--- src/rtl/result_fifo.sv ---
module result_fifo #(
  parameter int DATA_W = 13,
  parameter int DEPTH  = 32,
  localparam int AW    = $clog2(DEPTH),
  localparam int CNT_W = $clog2(DEPTH + 1)
) (
  input  logic              clk,
  input  logic              rst_n,
  input  logic              wr_en,
  input  logic [DATA_W-1:0] wr_data,
  input  logic              rd_en,
  output logic [DATA_W-1:0] rd_data,
  input  logic [CNT_W-1:0]  thresh,
  input  logic              thr_irq_en,
  input  logic              full_irq_en,
  input  logic              clr_flags,
  output logic [CNT_W-1:0]  count,
  output logic              empty,
  output logic              full,
  output logic              thr_irq,
  output logic              full_irq,
  output logic              overflow,
  output logic              underflow
);

  logic [DATA_W-1:0] mem [DEPTH];
  logic [AW-1:0]     wptr, rptr;
  logic              do_rd, do_wr;

  assign empty    = (count == '0);
  assign full     = (count == CNT_W'(DEPTH));
  assign do_rd    = rd_en && !empty;
  assign do_wr    = wr_en && (!full || do_rd);
  assign thr_irq  = thr_irq_en && (thresh != '0) && (count >= thresh);
  assign full_irq = full_irq_en && full;

  always_ff @(posedge clk) begin
    if (do_wr) mem[wptr] <= wr_data;
  end

  always_ff @(posedge clk) begin
    if (!rst_n) begin
      wptr      <= '0;
      rptr      <= '0;
      count     <= '0;
      rd_data   <= '0;
      overflow  <= 1'b0;
      underflow <= 1'b0;
    end else begin
      if (do_wr) wptr <= wptr + 1'b1;
      if (do_rd) begin
        rptr    <= rptr + 1'b1;
        rd_data <= mem[rptr];
      end
      case ({do_wr, do_rd})
        2'b10:   count <= count + 1'b1;
        2'b01:   count <= count - 1'b1;
        default: count <= count;
      endcase
      if (wr_en && !do_wr)       overflow  <= 1'b1;
      else if (clr_flags)        overflow  <= 1'b0;
      if (rd_en && empty)        underflow <= 1'b1;
      else if (clr_flags)        underflow <= 1'b0;
    end
  end

endmodule


--- config.mk ---
export PLATFORM = sky130hd
export DESIGN_NAME = result_fifo
export DESIGN_NICKNAME = d
export VERILOG_FILES = /design/src/rtl/result_fifo.sv
export SDC_FILE = /design/constraint.sdc
export NUM_CORES = 1
export LEC_CHECK = 0
export ABC_CLOCK_PERIOD_IN_PS = 5300
export BUFFER_PORTS_ARGS = -buffer_cell sky130_fd_sc_hd__buf_4
export CAP_MARGIN = 20
export CORE_MARGIN = 2
export CORE_UTILIZATION = 51
export CTS_CLUSTER_SIZE = 28
export DETAILED_ROUTE_END_ITERATION = 8
export PLACE_DENSITY = 0.74
export SLEW_MARGIN = 20
export SYNTH_ARGS = -nofsm -noshare
export SYNTH_HDL_FRONTEND = slang
export SYNTH_SLANG_ARGS = --single-unit
--- constraint.sdc ---
create_clock -name clk -period 5.3 [get_ports clk]
set_input_delay 1.325 -clock clk [delete_from_list [all_inputs] [get_ports clk]]
set_output_delay 1.325 -clock clk [all_outputs]
set_load 0.02 [all_outputs]
After elaboration in Yosys (flattened, before gate mapping)
Memory sizes are Yosys's and may differ from the RTL's. A register that Yosys moved wholly into a read port is not among the register bits.
Index checks and enable logic that the tools add are counted.
{"block": "totals", "register_bits": 18, "ramBits": 416, "input_bits": 26, "output_inout_bits": 25, "elab_cells": 37, "mem_count": 1}
{"memory": "mem", "depth": 32, "width": 13, "read_ports": 1, "rd_ports_with_merged_regs": 1, "write_ports": 1, "line": "26", "rtl": "logic [DATA_W-1:0] mem [DEPTH];"}
{"block": "classes", "n_addsub": 4, "magnitude_cmp": 1, "n_eq_ne": 3, "muxes": 6, "reduce_logical": 17}
{"op": "6-bit case mux with 2 select lines", "count": 1}
{"op": "5-bit by 1-bit adder with 5-bit output, second input constant", "count": 2}
{"op": "1-bit logical AND", "count": 7}
{"op": "6-bit by 1-bit adder with 6-bit output, second input constant", "count": 1}
{"op": "6-bit equality test, second input constant", "count": 1}
{"op": "6-bit >= comparator", "count": 1}
{"op": "6-bit logical NOT", "count": 1}
{"op": "2-bit nonzero test", "count": 3}
{"op": "6-bit nonzero test", "count": 1}
{"op": "6-bit by 1-bit subtractor with 6-bit output, second input constant", "count": 1}
{"op": "1-bit two-way mux", "count": 5}
{"op": "1-bit logical NOT", "count": 4}
{"op": "2-bit by 1-bit equality test with 1-bit output, second input constant", "count": 1}
{"op": "2-bit equality test, second input constant", "count": 1}
{"op": "1-bit logical OR", "count": 1}

Longest topological paths before layout
{"block": "depth", "word_depth": 8, "ltp_mapped": 11, "mapped_depth_nobuf": 11}

Worst setup path after synthesis
No wires, ideal clock.
{"block": "synth_timing", "kind": "input to output", "startpoint": "in thresh[0]", "endpoint": "out thr_irq", "arrival_time_ns": 2.343, "required_time_ns": 3.975, "slack_ns": 1.632, "cell_stages": 7, "path_buffers": 0, "path_cell_list": "ha_1 > nand2b_1 > a21o_1 > a21oi_1 > nor2b_1 > o21ai_0 > a21oi_1"}
{"block": "synth_between", "elab_chain_cells": 3, "word_cells_on_any_way": 4, "cone_classes": "order compare (1); reduce/logical (3)"}
{"element": "start: declaration", "line": "13", "rtl": "input logic [CNT_W-1:0] thresh,"}
{"element": "parallel branches: the longest is 2 deep, another holds 6-bit >= comparator"}
{"element": "1-bit logical AND *", "line": "34", "rtl": "assign thr_irq = thr_irq_en && (thresh != '0) && (count >= thresh);"}
{"element": "end: declaration", "line": "20", "rtl": "output logic thr_irq,"}
Every way passes the cells marked *.

Final worst setup path
Ends and elaborated chain as after synthesis.

==> results.txt <==
The flow ran to the end, and the final reports show no timing, DRC or antenna violations. The clock root buffer master is clkbuf_16. The startpoint identified for the worst register-to-register timing path is rptr[2]. The depth of the worst register-to-register path came out at 7. The number of antenna violations at the first check in global routing was 0.

At the later pin of the worst-skew pair, clock insertion delay measures 0.53 ns. The H-tree depth is 2. The synthesized design contains 447 register bits. The standard cell core area is 0.0337 sq mm. The wire length of the first global-routing pass came out at 55000 microns. The first TritonRoute pass finished after 5 iterations. The portion of the post-synthesis area used by sequential elements came out at 74.9%. The area share of the leading cell type in the synthesized netlist came out at 71.3%. The starting density of the core came out at 52.0%. In this run, post-CTS repair resized a total of 0 instances. By area the synthesized netlist is led by edfxtp_1 (71%), mux4_2 (10%), dfxtp_1 (3.5%). The critical path required time is 3.97 ns. The leakage power summed over all cells came out at 6.38 nW. STA classifies the critical path endpoint as a primary output. Across the run, the number of max-cap violations was 0. The total overflow reported by the global router came out at 0.

The number of buffers added by the clock tree synthesis step is 44. The final max-slew violation count is 0. The most frequent cell after synthesis is edfxtp_1. The number of setup buffers added after CTS is 0. The final count of negative-setup-slack endpoints is 0. In this run the worst hold path is classified as reg2reg. The post-synthesis area per instance came out at 19.4 sq um. Setup repair after global routing left no endpoint under its margin. The path with the worst hold slack has its endpoint at rd_data[1]. Entering global routing, the biggest net connects 53 pins. The completed layout was analyzed and its total power is 9.09 mW. Adding up every negative setup slack in the final design gives 0 ns. The number of antenna diodes is 0. The area fraction in and, or, nand and nor cells after synthesis came out at 2.94%. The worst hold path depth is 1. The largest area contributor in the synthesized netlist is edfxtp_1.

After detailed routing, the number of vias per cell comes to 6.03. The total wirelength of the detailed-routed design came out at 36400 microns. The leading register cell type out of synthesis is edfxtp_1.

The total number of vias came out at 8809. The post-synthesis cell area is 0.0175 sq mm. The count of nets left with antenna violations after detail routing came out at 0. The width of the chip came out at 189 microns. In this run, post-CTS hold repair placed 0 buffers. The die covers 0.0358 sq mm. The number of instances in the synthesized netlist came out at 901.

The total of buffers placed on input and output ports came out at 50. The ratio of total power to cell area came out at 455 mW/mm^2. The count of warnings emitted by yosys is 0. The CTS tree is built. The final layout net count came out at 1021. The relative max-transition margin is 34.2%. Across the VDD grid, the largest voltage drop is 0.313 mV.

The share of synthesized registers carrying an async set or reset is 0%. The synthesized netlist net count is 943. After detailed routing, the number of remaining DRC violations is 0. The clock slew at the register clock pins of the worst setup and hold paths came out at 0.06 ns. The worst clock skew is 0.0124 ns.

The achievable clock frequency came out at 0.255 GHz. The synthesized netlist devotes 5.61% of its cell area to compound gates. The ratio of cells with drive above 1 in the final layout came out at 25.6%. The commonest cells after synthesis are edfxtp_1 (416), mux4_2 (79), mux2i_1 (52).

The dominant combinational cell family by area after synthesis is multiplexers. After detailed routing, the average wire length per cell comes to 24.9 microns. The detailed placement HPWL is 21200 microns. The via count of the first global-routing pass was 8797. For this block, the initial DRC count from the detailed router was 886.

The area share of fa/ha/maj cells after synthesis came out at 1.19%. The final hold violation count is 0. 51 I/O pins were placed. The endpoint of the most critical register-to-register path is rd_data[8]. Counting I/O delays and the setup requirement, the final critical path takes 3.92 ns. The arrival time reported for the critical path endpoint came out at 2.60 ns. The number of sinks on the clock net is 447. The minimum setup slack among reg-to-reg paths is 2.13 ns. The worst setup path is of the in2out kind. The part of the cycle the worst path needs is 74.0%. The number of placement rows is 67. In this run the worst path has a maximum fanout of 2. The number of different library cells used by synthesis comes to 49. The post-synthesis mux area share came out at 13.1%. The placer's final routability congestion estimate came out at 0.752.

The worst hold path begins at rd_data[1]. For the pin with the worst max-slew slack, the measured transition is 0.985 ns. Yosys mapped a number of flops with a built-in enable equal to 416. The clock tree buffer depth is 3. The die span in y is 189 microns. The most critical setup path has its startpoint at thresh[0]. The xor and xnor fraction of the mapped netlist area came out at 0.550%. The synthesis-to-finish area growth is 13.9%. The worst setup path is launched from an input pin. The overall routing resource usage came out at 20.7%.
[power breakdown]
part	internal, mW	switching (mW)
clock	1.78	1.25
sequential	3.97	0.130
combinational	0.933	1.03
[placed cells by master, fill, tap and decap left out, types with 11 or more instances in the layout]
cell type	count
and2_1	12
nor2_2	17
edfxtp_1	416
clkbuf_16	45
inv_1	13
mux4_2	79
xnor2_1	11
nand2_1	14
ha_1	15
clkinv_2	12
o22ai_1	12
nor2_1	20
mux2i_1	52
a22o_1	25
o221ai_1	13
dfxtp_1	28
a21oi_1	33
buf_4	79
a22oi_1	12
[state kept, by name, indices dropped and copies added, names as in the netlist]
signal,flops
mem,416
wptr,5
overflow,1
rd_data,13
count,6
rptr,5
underflow,1
[worst max-delay path by stage]
stage | to | slack, ns | cells past startpoint
final | thr_irq | 1.38 | 9
after floorplan | thr_irq | 1.63 | 7
after global placement | thr_irq | 1.35 | 9
after CTS | thr_irq | 1.36 | 9
after detailed placement | thr_irq | 1.36 | 9
after global routing | thr_irq | 1.29 | 9
[logic make-up after synthesis]
logic type               after synthesis
flip-flops                           447
AO/OA/AOI/OAI                        134
adder cells (fa/ha/maj)               16
multiplexers                         131
buffers and inverters                 63
XOR/XNOR                              11
AND/OR/NAND/NOR                       99
[cell type report]
class | count | area [sq um]
clock inverters | 27 | 240
flip-flops and latches | 447 | 13100
fillers | 2404 | 13700
repair buffers | 82 | 661
clock buffers | 52 | 1170
multi-input cells | 391 | 4150
inverters | 13 | 48.8
well taps | 448 | 561
[through the flow]
stage / area [sq um] / setup slack [ns] / cells / hold WS [ns] / util (%)
after floorplan: 17500 / 1.63 / 901 / 0.534 / -
after detailed placement: 18500 / 1.36 / 1380 / 0.468 / 54.8
after CTS: 19900 / 1.36 / 1459 / 0.487 / 59.0
after global routing: 20000 / 1.29 / 1460 / 0.504 / 59.2
final: 20000 / 1.38 / 1460 / 0.488 / 59.2
after global placement: 18500 / 1.35 / 1380 / 0.467 / 54.8
[layer usage]
metal  up-vias  share of wire [%]  global-route usage, %
li1       3854                  -                      -
met1      4572                 43                   31.1
met2       340                 48                   32.6
met3        43                7.0                   2.84
met4         0                2.0                   5.07
met5         -                  0                      0
[critical path: stages]
cell and delay [ns]:
buf_4 0.11, ha_1 0.27, nand2b_1 0.13, a21o_1 0.17, a21oi_1 0.15, nor2b_1 0.05, o21ai_0 0.14, a21oi_1 0.08
buf_4 0.16
Power figures use the tool's default switching activity.
